===== config.mk =====
export PLATFORM = sky130hd
export DESIGN_NAME = vfp_ctrl_status
export DESIGN_NICKNAME = d
export VERILOG_FILES = /design/src/rtl/fpcsr_pkg.sv /design/src/rtl/fpcsr_rst_sync.sv /design/src/rtl/fpcsr_lane_or.sv /design/src/rtl/fpcsr_load_check.sv /design/src/rtl/vfp_ctrl_status.sv
export SDC_FILE = /design/constraint.sdc
export NUM_CORES = 1
export LEC_CHECK = 0
export BUFFER_PORTS_ARGS = -buffer_cell sky130_fd_sc_hd__buf_2
export CAP_MARGIN = 5
export CORE_MARGIN = 3
export CORE_UTILIZATION = 34
export CTS_CLUSTER_DIAMETER = 60
export CTS_CLUSTER_SIZE = 28
export DETAILED_ROUTE_END_ITERATION = 8
export PLACE_DENSITY = 0.73
export SYNTH_ARGS = -nofsm -noshare
export SYNTH_HDL_FRONTEND = slang
export SYNTH_SLANG_ARGS = --single-unit
export TNS_END_PERCENT = 5

===== constraint.sdc =====
create_clock -name clk -period 0.8 [get_ports clk]
set_input_delay 0.08 -clock clk [delete_from_list [all_inputs] [get_ports clk]]
set_output_delay 0.08 -clock clk [all_outputs]
set_load 0.05 [all_outputs]

===== src/rtl/fpcsr_pkg.sv =====
package fpcsr_pkg;

  localparam int EXC_W       = 6;
  localparam int REG_W       = 32;
  localparam int FLAG_LSB    = 0;
  localparam int RSV_LOW_BIT = 6;
  localparam int MASK_LSB    = 7;
  localparam int RND_LSB     = 13;
  localparam int RND_W       = 2;
  localparam int FZ_BIT      = 15;
  localparam int USED_W      = 16;

  typedef enum logic [RND_W-1:0] {
    RND_NEAR = 2'b00,
    RND_DOWN = 2'b01,
    RND_UP   = 2'b10,
    RND_ZERO = 2'b11
  } rnd_e;

  typedef struct packed {
    logic             fz;
    rnd_e             rnd;
    logic [EXC_W-1:0] mask;
    logic [EXC_W-1:0] flags;
  } csr_t;

  localparam csr_t CSR_RESET = '{fz: 1'b0, rnd: RND_NEAR, mask: '1, flags: '0};

  function automatic logic [REG_W-1:0] csr_pack(input csr_t c);
    logic [REG_W-1:0] v;
    v = '0;
    v[FLAG_LSB +: EXC_W] = c.flags;
    v[MASK_LSB +: EXC_W] = c.mask;
    v[RND_LSB +: RND_W]  = c.rnd;
    v[FZ_BIT]            = c.fz;
    return v;
  endfunction

  function automatic csr_t csr_unpack(input logic [REG_W-1:0] v);
    csr_t c;
    c.flags = v[FLAG_LSB +: EXC_W];
    c.mask  = v[MASK_LSB +: EXC_W];
    c.rnd   = rnd_e'(v[RND_LSB +: RND_W]);
    c.fz    = v[FZ_BIT];
    return c;
  endfunction

endpackage


===== src/rtl/fpcsr_rst_sync.sv =====
module fpcsr_rst_sync (
  input  logic clk,
  input  logic arst_n,
  output logic srst_n
);
  logic [1:0] stage_q;

  always_ff @(posedge clk or negedge arst_n) begin
    if (!arst_n) stage_q <= 2'b00;
    else         stage_q <= {stage_q[0], 1'b1};
  end

  assign srst_n = stage_q[1];
endmodule


===== src/rtl/fpcsr_lane_or.sv =====
module fpcsr_lane_or #(
  parameter int LANES = 4,
  parameter int W     = 6
) (
  input  logic [LANES*W-1:0] lanes_i,
  output logic [W-1:0]       merged_o
);
  logic [LANES:0][W-1:0] acc;

  assign acc[0] = '0;

  for (genvar g = 0; g < LANES; g++) begin : g_lane
    assign acc[g+1] = acc[g] | lanes_i[g*W +: W];
  end

  assign merged_o = acc[LANES];
endmodule


===== src/rtl/fpcsr_load_check.sv =====
module fpcsr_load_check
  import fpcsr_pkg::*;
(
  input  logic             ld_valid,
  input  logic [REG_W-1:0] ld_data,
  output logic             ld_accept,
  output logic             ld_reject,
  output csr_t             ld_csr
);
  logic rsv_hit;

  always_comb begin
    rsv_hit   = (|ld_data[REG_W-1:USED_W]) | ld_data[RSV_LOW_BIT];
    ld_accept = ld_valid & ~rsv_hit;
    ld_reject = ld_valid &  rsv_hit;
    ld_csr    = csr_unpack(ld_data);
  end
endmodule


===== src/rtl/vfp_ctrl_status.sv =====
module vfp_ctrl_status
  import fpcsr_pkg::*;
#(
  parameter int LANES = 4
) (
  input  logic                   clk,
  input  logic                   rst_n,
  input  logic                   ld_valid,
  input  logic [REG_W-1:0]       ld_data,
  output logic                   ld_fault,
  output logic [REG_W-1:0]       rd_data,
  input  logic                   op_valid,
  input  logic [LANES*EXC_W-1:0] op_exc,
  output logic                   trap_req,
  output logic [EXC_W-1:0]       trap_cause,
  output logic [RND_W-1:0]       round_mode,
  output logic                   flush_zero
);

  logic             srst_n;
  logic             ld_accept;
  logic             ld_reject;
  csr_t             ld_csr;
  logic [EXC_W-1:0] merged;

  csr_t             csr_q, csr_d;
  logic             csr_en;
  logic             fault_q, fault_d;
  logic             trap_q, trap_d;
  logic [EXC_W-1:0] cause_q, cause_d;
  logic [EXC_W-1:0] unmasked;

  fpcsr_rst_sync u_rst_sync (
    .clk    (clk),
    .arst_n (rst_n),
    .srst_n (srst_n)
  );

  fpcsr_load_check u_load_check (
    .ld_valid  (ld_valid),
    .ld_data   (ld_data),
    .ld_accept (ld_accept),
    .ld_reject (ld_reject),
    .ld_csr    (ld_csr)
  );

  fpcsr_lane_or #(.LANES(LANES), .W(EXC_W)) u_lane_or (
    .lanes_i  (op_exc),
    .merged_o (merged)
  );

  // next-state: an accepted load wins over a report for the flag bits
  always_comb begin
    csr_d    = csr_q;
    csr_en   = ld_accept | op_valid;
    unmasked = merged & ~csr_q.mask;
    if (ld_accept) begin
      csr_d = ld_csr;
    end else if (op_valid) begin
      csr_d.flags = csr_q.flags | merged;
    end
    trap_d  = op_valid & (|unmasked);
    cause_d = op_valid ? unmasked : '0;
    fault_d = ld_reject;
  end

  always_ff @(posedge clk or negedge srst_n) begin
    if (!srst_n) begin
      csr_q <= CSR_RESET;
    end else if (csr_en) begin
      csr_q <= csr_d;
    end
  end

  always_ff @(posedge clk or negedge srst_n) begin
    if (!srst_n) begin
      fault_q <= 1'b0;
      trap_q  <= 1'b0;
      cause_q <= '0;
    end else begin
      fault_q <= fault_d;
      trap_q  <= trap_d;
      cause_q <= cause_d;
    end
  end

  assign rd_data    = csr_pack(csr_q);
  assign ld_fault   = fault_q;
  assign trap_req   = trap_q;
  assign trap_cause = cause_q;
  assign round_mode = csr_q.rnd;
  assign flush_zero = csr_q.fz;

  // accepted load appears on the read port one cycle later
  assert_load_visible_R2: assert property (@(posedge clk) disable iff (!srst_n)
    ld_accept |=> rd_data == $past(ld_data));

  // refused load keeps control fields and pulses the fault
  assert_reject_holds_R3: assert property (@(posedge clk) disable iff (!srst_n)
    ld_reject |=> ($stable(rd_data[15:7]) && ld_fault));

  assert_fault_cause_R3: assert property (@(posedge clk) disable iff (!srst_n)
    ld_fault |-> $past(ld_valid));

  // flags only grow unless a load was accepted
  assert_flags_sticky_R5: assert property (@(posedge clk) disable iff (!srst_n)
    !ld_accept |=> ((rd_data[5:0] & $past(rd_data[5:0])) == $past(rd_data[5:0])));

  // a trap needs a report and only carries bits whose mask was clear
  assert_trap_unmasked_R6: assert property (@(posedge clk) disable iff (!srst_n)
    trap_req |-> ($past(op_valid) && (trap_cause != '0) &&
                  ((trap_cause & $past(rd_data[12:7])) == '0)));

  // no report, no trap (covers unmasking a pending flag)
  assert_no_trap_without_op_R7: assert property (@(posedge clk) disable iff (!srst_n)
    !op_valid |=> !trap_req);

endmodule


After elaboration in Yosys (flattened, before gate mapping)
Cells that the tools add are included.
{ "word_totals": {"wordCells": 28, "ff_bits": 25, "in_bits": 60} }
{ "op_classes": {"n_reduce_logical": 5, "bitwise_logic": 12, "mux": 3} }
{ "op_table": {"columns": ["operator", "count"], "rows": [
  ["$or 6x6->6", 4],
  ["$mux 6", 3],
  ["$reduce_or 16->1", 1],
  ["$and 6x6->6", 1],
  ["$not 6->6", 1],
  ["$reduce_or 6->1", 1],
  ["$reduce_and 2->1", 2],
  ["$and 1x1->1", 3],
  ["$or 1x1->1", 2],
  ["$reduce_bool 2->1", 1],
  ["$not 1->1", 1]
]} }

Longest topological paths before layout
Gate-level depths: netlist of the first run.
{ "depth": {"ltp_word": 6, "mapped_depth": 6, "depth_no_buf": 4} }

Cells and area by module
From an unflattened synthesis of the first run, not the netlist that was laid out.
{ "hier_totals": {"cells_unflattened": 128, "area_unflattened_um2": 1342.5} }
{ "by_module_without_submodules": {"columns": ["mod", "area_per_inst_um2", "n_inst", "cells_per_inst"], "rows": [
  ["vfp_ctrl_status", 1073.5, 1, 96],
  ["fpcsr_load_check", 170.2, 1, 23],
  ["fpcsr_rst_sync", 53.8, 1, 3],
  ["fpcsr_lane_or", 45.0, 1, 6]
]} }

Worst setup path before layout of the first run
No wires, ideal clock.
{ "synth_path": {"kind": "input to register", "start": "in ld_data[19]", "end": "reg csr_q (netlist bit flush_zero)", "arrival_time_ns": 1.510, "stages": 6, "setup_time_ns": 0.125, "path_buffers": 2, "t_required_ns": 0.675, "slack_ns": -0.835, "cell_sequence": "nor4_1 nand4_1 or4_1 buf_6 buf_12 mux2_4"} }
{ "synth_via": {"elab_chain_len": 6} }
{ "synth_rtl": {"columns": ["item", "line", "source"], "rows": [
  ["start: declaration", "vfp_ctrl_status.sv:9", "input logic [REG_W-1:0] ld_data,"],
  ["$reduce_or 16->1 *", "fpcsr_load_check.sv:13", "rsv_hit = (|ld_data[REG_W-1:USED_W]) | ld_data[RSV_LOW_BIT];"],
  ["$or 1x1->1 *", "fpcsr_load_check.sv:13", null],
  ["$not 1->1 *", "fpcsr_load_check.sv:14", "ld_accept = ld_valid & ~rsv_hit;"],
  ["$and 1x1->1 *", "fpcsr_load_check.sv:14", null],
  ["$or 1x1->1", "vfp_ctrl_status.sv:55", "csr_en = ld_accept | op_valid;"],
  ["$reduce_and 2->1 (no source line) *", null, null],
  ["end signal: assignment", "vfp_ctrl_status.sv:71", "csr_q <= csr_d;"],
  ["end: declaration", "vfp_ctrl_status.sv:26", "csr_t csr_q, csr_d;"]
]} }
Every way passes the cells marked *; elsewhere a longest branch is shown, timed or not.
A chain may end at the register's enable or synchronous reset.

Worst setup path in the final report of the first run
{ "layout_path": {"start": "in ld_data[31]", "end": "reg csr_q (netlist bit rd_data[5])"} }
{ "layout_via": {"elab_chain_len": 6} }
{ "layout_rtl": {"columns": ["item", "line"], "rows": [
  ["$reduce_or 16->1 *", "fpcsr_load_check.sv:13"],
  ["$or 1x1->1 *", "fpcsr_load_check.sv:13"],
  ["$not 1->1 *", "fpcsr_load_check.sv:14"],
  ["$and 1x1->1 *", "fpcsr_load_check.sv:14"],
  ["$reduce_bool 2->1 (no source line) / $or 1x1->1 (equally long branches)", null],
  ["$reduce_and 2->1 (no source line)", null]
]} }
Marks and branches as above.

==> flow_summary.json, run 1 <==
{
  "numPortBuffers": 85,
  "diodes": 0,
  "cts_made_buffers": 3,
  "path_cells": "buf_6, nor4_4, nand4_1, or4_4, buf_12, mux2_4",
  "gp_congestion": 0.725,
  "cp.required_ns": 0.96,
  "rsz0062_at_grt": "true",
  "drt-total-wl_um": 3170,
  "critPathMaxFanout": 8,
  "dieHeight_um": 66.5,
  "grt_pass1_wl_um": 4930,
  "first_pass_iters": 4,
  "post-dp-hpwl_um": 2400,
  "setup_slack_ns": -0.603,
  "power_density_nw_per_um2": 1250,
  "grt-ovfl-total": 0,
  "setup_viol_count_final": 44,
  "finalPower_uw": 2640,
  "grt_max_degree": 24,
  "fp.coreArea_um2": 3440,
  "skew_ns": 0.00340,
  "die_area_um2": 4430,
  "slowest_delay_ns": 0.49,
  "r2r_start": "rd_data[9]",
  "ctsHtreeMaxLevel": 1,
  "ys_seq_elements": 25,
  "reg2reg_to": "trap_req",
  "gr-usage-all-layers_pct": 14.8,
  "cp-end-kind": "flop",
  "register_area_um2": 633,
  "period_minus_slack_ns": 1.40,
  "cts.sinks": 25,
  "initialDrtViolationCount": 49,
  "cts_max_path_buffers": 2,
  "syn_area_um2": 1250,
  "crit_type": "input pin to flop",
  "ant_nets": 0,
  "ys_warn_count": 0,
  "cts_tree": "done",
  "tns_ns": -13.54,
  "violations": "negative setup slack",
  "final_nets": 262,
  "worstHoldPathCells": 2,
  "clk_pin_slew_ns": 0.09,
  "syn_avg_cell_area_um2": 12.5,
  "fillers": 288,
  "syn_inst": 100,
  "vias": 1071,
  "drc": 0,
  "hold_path.class": "input pin to flop",
  "ff2ff_path_depth": 2,
  "clock-root-buffer": "clkbuf_8",
  "initial_utilization_pct": 36.2,
  "maxCapViolations": 0,
  "drv_slew": 0,
  "multiInputGateArea_um2": 543,
  "finalCritPeriodShare_pct": 175,
  "antenna_found_initial": 0,
  "seq_area_frac_synth_pct": 50.8,
  "hold_end": "rd_data[12]",
  "syn2layout_area_growth_pct": 69.0,
  "p_leak_uw": 0.00104,
  "yosys.cell_types.count": 16,
  "final-hold-violation-count": 0,
  "rrSetupSlack_ns": -0.25,
  "start_kind": "input pin",
  "arrival_ns": 1.56,
  "layout-drive-gt1-share_pct": 66.2,
  "ioPinCount": 103,
  "wl_per_cell_um": 12.8,
  "synth_area_leader_cell": "dfrtp_1",
  "drt-vias-per-instance": 4.34,
  "rows": 21,
  "max_freq_mhz": 713,
  "fin_util_pct": 61.2,
  "ir_drop_mv": 0.969,
  "status": "finished, violations left",
  "worstSkewPairLatency_ns": 0.26,
  "grt_pass1_vias": 1163,
  "worst_hold_startpoint": "ld_data[12]",
  "yosysTopAreaCellShare_pct": 38.2,
  "die_w_um": 66.5,
  "slowest_stage": "or4_4",
  "yosys-top-cells-area": "dfrtp_1 38%, dfstp_2 13%, buf_4 12%"
}
[through the flow]
stage,hold slack (ns),std cells,worst slack [ns],instance area [µm²]
6_report,0.0419,247,-0.603,2110
2_1_floorplan,-0.216,116,-0.835,1310
3_5_place_dp,-0.134,237,-1.02,1710
5_1_grt,0.0337,247,-0.663,2110
4_1_cts,0.0312,247,-0.581,2070
3_3_place_gp,-0.133,237,-0.989,1710
[cell usage in the layout (no fill, tap or decap), drive strengths merged]
| master | instances |
|---|---|
| clkinvlp | 1 |
| o31a | 1 |
| dfrtp | 19 |
| nor2 | 7 |
| nand4 | 1 |
| buf | 102 |
| conb | 18 |
| mux2 | 15 |
| o41a | 1 |
| clkbuf | 3 |
| dfstp | 6 |
| o22ai | 3 |
| nand2b | 13 |
| dlygate4sd3 | 1 |
| nor4 | 9 |
| or4 | 1 |
[per-layer routing]
| layer | part of all wire (%) | track usage (%) | wire (µm) |
|---|---|---|---|
| met5 | 0 | 0 | 0 |
| met4 | 0.73 | 3.30 | 23 |
| met3 | 10 | 4.38 | 316 |
| met2 | 54 | 28.5 | 1710 |
| met1 | 35 | 15.5 | 1120 |
[synth_stat cells]
cell,count
nand4_1,1
or4_1,1
nor2_1,7
o31a_1,1
conb_1,2
mux2_4,10
dfrtp_1,19
dfstp_2,6
o41a_2,1
nor4_1,9
nand2b_1,13
buf_4,20
buf_12,1
mux2_2,5
buf_6,1
o22ai_1,3
[how the worst max path moves through the flow]
stage,from,endpoint,slack [ns],cells past startpoint
2_1_floorplan,ld_data[19],flush_zero,-0.83,6
3_3_place_gp,ld_data[26],round_mode[0],-0.99,6
3_5_place_dp,ld_data[26],round_mode[0],-1.02,6
4_1_cts,ld_data[31],round_mode[0],-0.58,6
5_1_grt,ld_data[31],rd_data[5],-0.66,6
6_report,ld_data[31],rd_data[5],-0.60,6
[critical path, delay by kind of cell]
kind	cells	cell delay, ns
buffers and inverters	2	0.26
muxes	1	0.29
and+or+nand+nor	3	0.91
[what timing repair did]
action,4_1_cts,5_1_grt
hold buffers,1,0
pin swaps,5,1
endpoints found under the hold margin,2,0
gates resized for setup,69,7
gates cloned,1,0
buffers inserted,4,0
setup endpoints to repair,44,47
[where the power goes]
part | internal, µW | leakage [µW] | total (µW) | switching [µW]
clock | 352 | 0.0000217 | 745 | 393
sequential | 1290 | 0.000274 | 1310 | 14.0
combinational | 203 | 0.000744 | 587 | 384
total | 1850 | 0.00104 | 2640 | 791
[cells by family after synthesis]
kind of cell	Yosys count	synth area share [%]
and+or+nand+nor	31	14.3
other	2	0.603
AOI/OAI and AO/OA	5	3.21
buffers and inverters	22	14.6
DFF	25	50.8
muxes	15	16.6
[registers in the layout, summed over array words and instances, names as in the netlist]
name                count
trap_req                1
round_mode              2
trap_cause              6
u_rst_sync.stage_q      2
flush_zero              1
ld_fault                1
rd_data                12
[layout make-up]
class,instances,area share (%)
Timing Repair Buffer,103,39.1
Sequential cell,25,30.1
Multi-Input combinational cell,69,25.8
Tap cell,46,2.73
Clock buffer,3,1.96
Clock inverter,1,0.357
No activity file was read; power rests on OpenSTA's default activity.
==> inputs of run 2 (changes only) <==
Settings changed: BUFFER_PORTS_ARGS -buffer_cell sky130_fd_sc_hd__buf_2 to default, CORE_UTILIZATION 34 to 55, DONT_BUFFER_PORTS from default to 1, PLACE_DENSITY 0.73 to 0.71.
==> run 2 against run 1 <==
  * The run ends with negative hold slack, negative setup slack left
  * Combinational power shrank 6.6%
  * Design area shrank 10%
  * Power shrank 8.5%
  * Clock skew is essentially flat
  * Flip-flop and latch count is the same
  * Highest routed layer unchanged
==> flow_summary.json, run 2 (same netlist as run 1, synthesis figures left out) <==
{
  "placed_area_um2": 1520,
  "ioPinCount": 103,
  "clk_pin_slew_ns": 0.13,
  "tns_ns": -13.39,
  "cts_tree": "done",
  "max_freq_mhz": 772,
  "die_w_um": 53.6,
  "dieHeight_um": 53.6,
  "rrSetupSlack_ns": -0.29,
  "hold_path.class": "input pin to flop",
  "crit_type": "input pin to flop",
  "arrival_ns": 1.50,
  "vias": 941,
  "wl_met1_um": 1050,
  "wl_per_cell_um": 19.8,
  "maxCapViolations": 0,
  "gp_congestion": 0.704,
  "power_density_nw_per_um2": 1280,
  "p_leak_uw": 0.000826,
  "drt-vias-per-instance": 5.41,
  "numPortBuffers": 0,
  "worstSkewPairLatency_ns": 0.31,
  "dr_wl_met3_um": 324,
  "die_area_um2": 2870,
  "diodes": 0,
  "final_common_cell": "dfrtp_1",
  "ir_drop_mv": 1.42,
  "finalCritPeriodShare_pct": 162,
  "drc": 0,
  "layout_common_cells": "19 x dfrtp_1, 18 x conb_1, 18 x dlygate4sd3_1",
  "ctsHtreeMaxLevel": 1,
  "post-dp-hpwl_um": 2320,
  "drt-total-wl_um": 3450,
  "rows": 16,
  "cts_max_path_buffers": 2,
  "grt-ovfl-total": 0,
  "finalPower_uw": 2420,
  "hold_slack_ns": -0.0947,
  "cts_made_buffers": 3,
  "grt_max_degree": 17,
  "grt_pass1_vias": 1040,
  "initial_utilization_pct": 60.4,
  "highest_layer": "met4",
  "setup_slack_ns": -0.495,
  "clock-root-buffer": "clkbuf_4",
  "first_pass_iters": 4,
  "violations": "negative hold slack, negative setup slack",
  "antenna_found_initial": 0,
  "initialDrtViolationCount": 8,
  "rsz0062_at_grt": "true",
  "final_nets": 208,
  "gr-usage-all-layers_pct": 23.4,
  "cts.sinks": 25,
  "cp-end-kind": "flop",
  "fp.coreArea_um2": 2060,
  "holdBufCountCts": 19,
  "skew_ns": 0.00326,
  "syn2layout_area_growth_pct": 51.4,
  "final-hold-violation-count": 1,
  "layout-drive-gt1-share_pct": 44.2,
  "period_minus_slack_ns": 1.30,
  "dr_wl_met2_um": 2030,
  "start_kind": "input pin",
  "postLayoutCellArea_um2": 1890,
  "largest_register_ffs": 12,
  "critPathMaxFanout": 9,
  "cp.required_ns": 1.00,
  "grt_pass1_wl_um": 4660,
  "status": "finished, violations left",
  "drv_slew": 0,
  "setup_viol_count_final": 49,
  "ant_nets": 0
}
run 2: cell types whose count changed in the layout (fill, tap and decap cells not counted), moves of 4 or more:
cell           previous run  this run
buf_6                    32         7
nor2_2                    1         5
buf_12                    2        12
nor2_1                    6         2
dlygate4sd3_1             1        18
buf_2                    56         0
run 2: worst max-delay path: stages:
cell and delay [ns]:
nor4_4 0.26, nand4_1 0.17, or4_4 0.52, buf_6 0.17
mux2_4 0.30
run 2: final timing paths:
check	depth (start not counted)	from	end
setup / recovery	5	ld_data[19]	round_mode[0]
hold / removal	1	ld_data[17]	ld_fault
setup reg to reg	2	rd_data[10]	trap_req
hold reg to reg	1	u_rst_sync.stage_q[1]	round_mode[1]
max in group asynchronous	2	rst_n	u_rst_sync.stage_q[1]
min in group asynchronous	1	u_rst_sync.stage_q[1]	round_mode[1]
run 2: metrics by stage:
| step | setup WS [ns] | cells | util (%) |
|---|---|---|---|
| floorplan | -0.835 | 116 | - |
| global placement | -0.806 | 149 | 73.7 |
| detailed placement | -0.876 | 149 | 73.7 |
| CTS | -0.467 | 173 | 89.0 |
| global route | -0.500 | 174 | 91.5 |
| finish | -0.495 | 174 | 91.5 |
run 2: metal layers:
metal  track usage (%)  vias up
li1                  -      400
met1              22.3      473
met2              48.8       62
met3              5.54        6
met4              5.53        0
met5                 0        -
run 2: where the power goes:
part           leakage (µW)  switching (µW)  internal, µW
logic              0.000534             347           201
clock network     0.0000177             363           186
registers          0.000274            24.7          1290
run 2: area by class of cell:
class / count / area, µm²
fillers: 79 / 175
repair buffers: 49 / 639
clock inverters: 1 / 5.00
flip-flops and latches: 25 / 633
well taps: 27 / 33.8
clock buffers: 3 / 22.5
multi-input cells: 69 / 553
run 2: what timing repair did:
item                                    CTS  global route
hold endpoints to repair                 25             1
endpoints found under the setup margin   48            49
gates resized for setup                  25             7
buffers inserted                          1             1
pin swaps                                 4             2
gates cloned                              0             0
==> inputs of run 3 (changes only) <==
Settings changed: SKIP_LAST_GASP from default to 1.
==> run 3 against run 2 <==
  * The run still ends with negative hold slack, negative setup slack left
  * Critical path depth is the same
  * Combinational power shrank 3%
  * Non-clock buffer count is the same
  * Cell count is the same
  * Critical path type unchanged
  * Critical endpoint is now flush_zero
  * Largest cell class is now registers
  * Largest power group unchanged
==> flow_summary.json, run 3 (same netlist as run 1, synthesis figures left out) <==
{
  "cp.required_ns": 1.01,
  "antenna_found_initial": 0,
  "final-hold-violation-count": 1,
  "clock_power_share_pct": 22.9,
  "ir_drop_mv": 1.22,
  "initial_utilization_pct": 60.4,
  "wl_per_cell_um": 17.7,
  "die_area_um2": 2870,
  "drc": 0,
  "rrSetupSlack_ns": -0.27,
  "pwr-share-comb_pct": 22.2,
  "status": "finished, violations left",
  "grt_max_degree": 17,
  "final_nets": 208,
  "gp_congestion": 0.704,
  "critPathMaxFanout": 9,
  "crit_type": "input pin to flop",
  "ioPinCount": 103,
  "multiInputGateArea_um2": 508,
  "drt-total-wl_um": 3070,
  "rows": 16,
  "fin_util_pct": 85.9,
  "worstSkewPairLatency_ns": 0.30,
  "postLayoutCellArea_um2": 1770,
  "clk_pin_slew_ns": 0.13,
  "power_density_nw_per_um2": 1350,
  "grt_pass1_vias": 971,
  "ant_nets": 0,
  "violations": "negative hold slack, negative setup slack",
  "setup_slack_ns": -0.477,
  "power_frac_seq_pct": 55.0,
  "power_switching_uw": 724,
  "fp.coreArea_um2": 2060,
  "dieHeight_um": 53.6,
  "max_freq_mhz": 783,
  "skew_ns": 0.00194,
  "layout-drive-gt1-share_pct": 40.1,
  "arrival_ns": 1.48,
  "layout_common_cells": "19 x dfrtp_1, 19 x dlygate4sd3_1, 18 x conb_1",
  "hold_path.class": "input pin to flop",
  "die_w_um": 53.6,
  "fillers": 110,
  "ctsHtreeMaxLevel": 1,
  "period_minus_slack_ns": 1.28,
  "register_area_um2": 633,
  "grt_pass1_wl_um": 4240,
  "numPortBuffers": 0,
  "first_pass_iters": 3,
  "post-dp-hpwl_um": 2320,
  "initialDrtViolationCount": 10,
  "finalCritPeriodShare_pct": 160,
  "drv_slew": 0,
  "cp-end-kind": "flop",
  "cts.sinks": 25,
  "holdBufCountCts": 19,
  "internal-power_uw": 1670,
  "grt-ovfl-total": 0,
  "diodes": 0,
  "gr-usage-all-layers_pct": 20.6,
  "drt-vias-per-instance": 5.28,
  "rsz0062_at_grt": "true",
  "maxCapViolations": 0,
  "cts_tree": "done",
  "placed_area_um2": 1520,
  "tns_ns": -13.70,
  "vias": 918,
  "setup_viol_count_final": 49,
  "clock-root-buffer": "clkbuf_4",
  "largest_register_ffs": 12,
  "swShare_pct": 30.2,
  "pre_cts_slack_ns": -0.876,
  "p_leak_uw": 0.000789,
  "cts_max_path_buffers": 2,
  "start_kind": "input pin",
  "syn2layout_area_growth_pct": 42.2,
  "hold_slack_ns": -0.0985,
  "cts_made_buffers": 3
}
-- run 3: final timing paths --
path	startpoint	endpoint	cells past startpoint
max in group asynchronous	rst_n	u_rst_sync.stage_q[1]	2
min in group asynchronous	u_rst_sync.stage_q[1]	round_mode[1]	1
min reg2reg	u_rst_sync.stage_q[1]	round_mode[1]	1
max	ld_data[26]	flush_zero	5
min	ld_data[17]	ld_fault	1
max reg2reg	rd_data[10]	trap_req	2
-- run 3: cell type report --
type	count	share of cell area, %
multi-input cells	69	28.7
well taps	27	1.91
flip-flops and latches	25	35.7
clock inverters	1	0.282
clock buffers	3	1.27
repair buffers	49	32.1
-- run 3: per-layer routing --
| layer | track usage [%] | vias to the layer above | wire (µm) |
|---|---|---|---|
| met4 | 1.28 | 0 | 11 |
| met2 | 41.4 | 57 | 1760 |
| met1 | 22.2 | 458 | 1030 |
| met5 | 0 | - | 0 |
| li1 | - | 401 | - |
| met3 | 4.99 | 2 | 273 |
-- run 3: timing repair --
item,CTS,global route
setup endpoints to repair,48,49
hold endpoints to repair,25,1
pin swaps,1,1
gates resized for setup,3,1
setup buffers,1,1
-- run 3: metrics by stage --
stage          cells  power [µW]  hold WS [ns]
3_5_place_dp     149        1780        -0.216
6_report         174        2400       -0.0985
5_1_grt          174        2490        -0.119
3_3_place_gp     149        1780        -0.216
2_1_floorplan    116        1700        -0.216
4_1_cts          173        2410        -0.102
-- run 3: critical path, stage by stage --
cell,delay [ns]
nor4_1,0.26
nand4_1,0.15
or4_4,0.51
buf_6,0.17
mux2_4,0.30
-- run 3: power groups by stage --
stage	Combinational [µW]	Sequential, µW	Clock [µW]
after floorplan	277	1430	0
after global placement	440	1340	0
after detailed placement	444	1340	0
after CTS	528	1320	561
after global routing	557	1320	615
final	531	1320	548
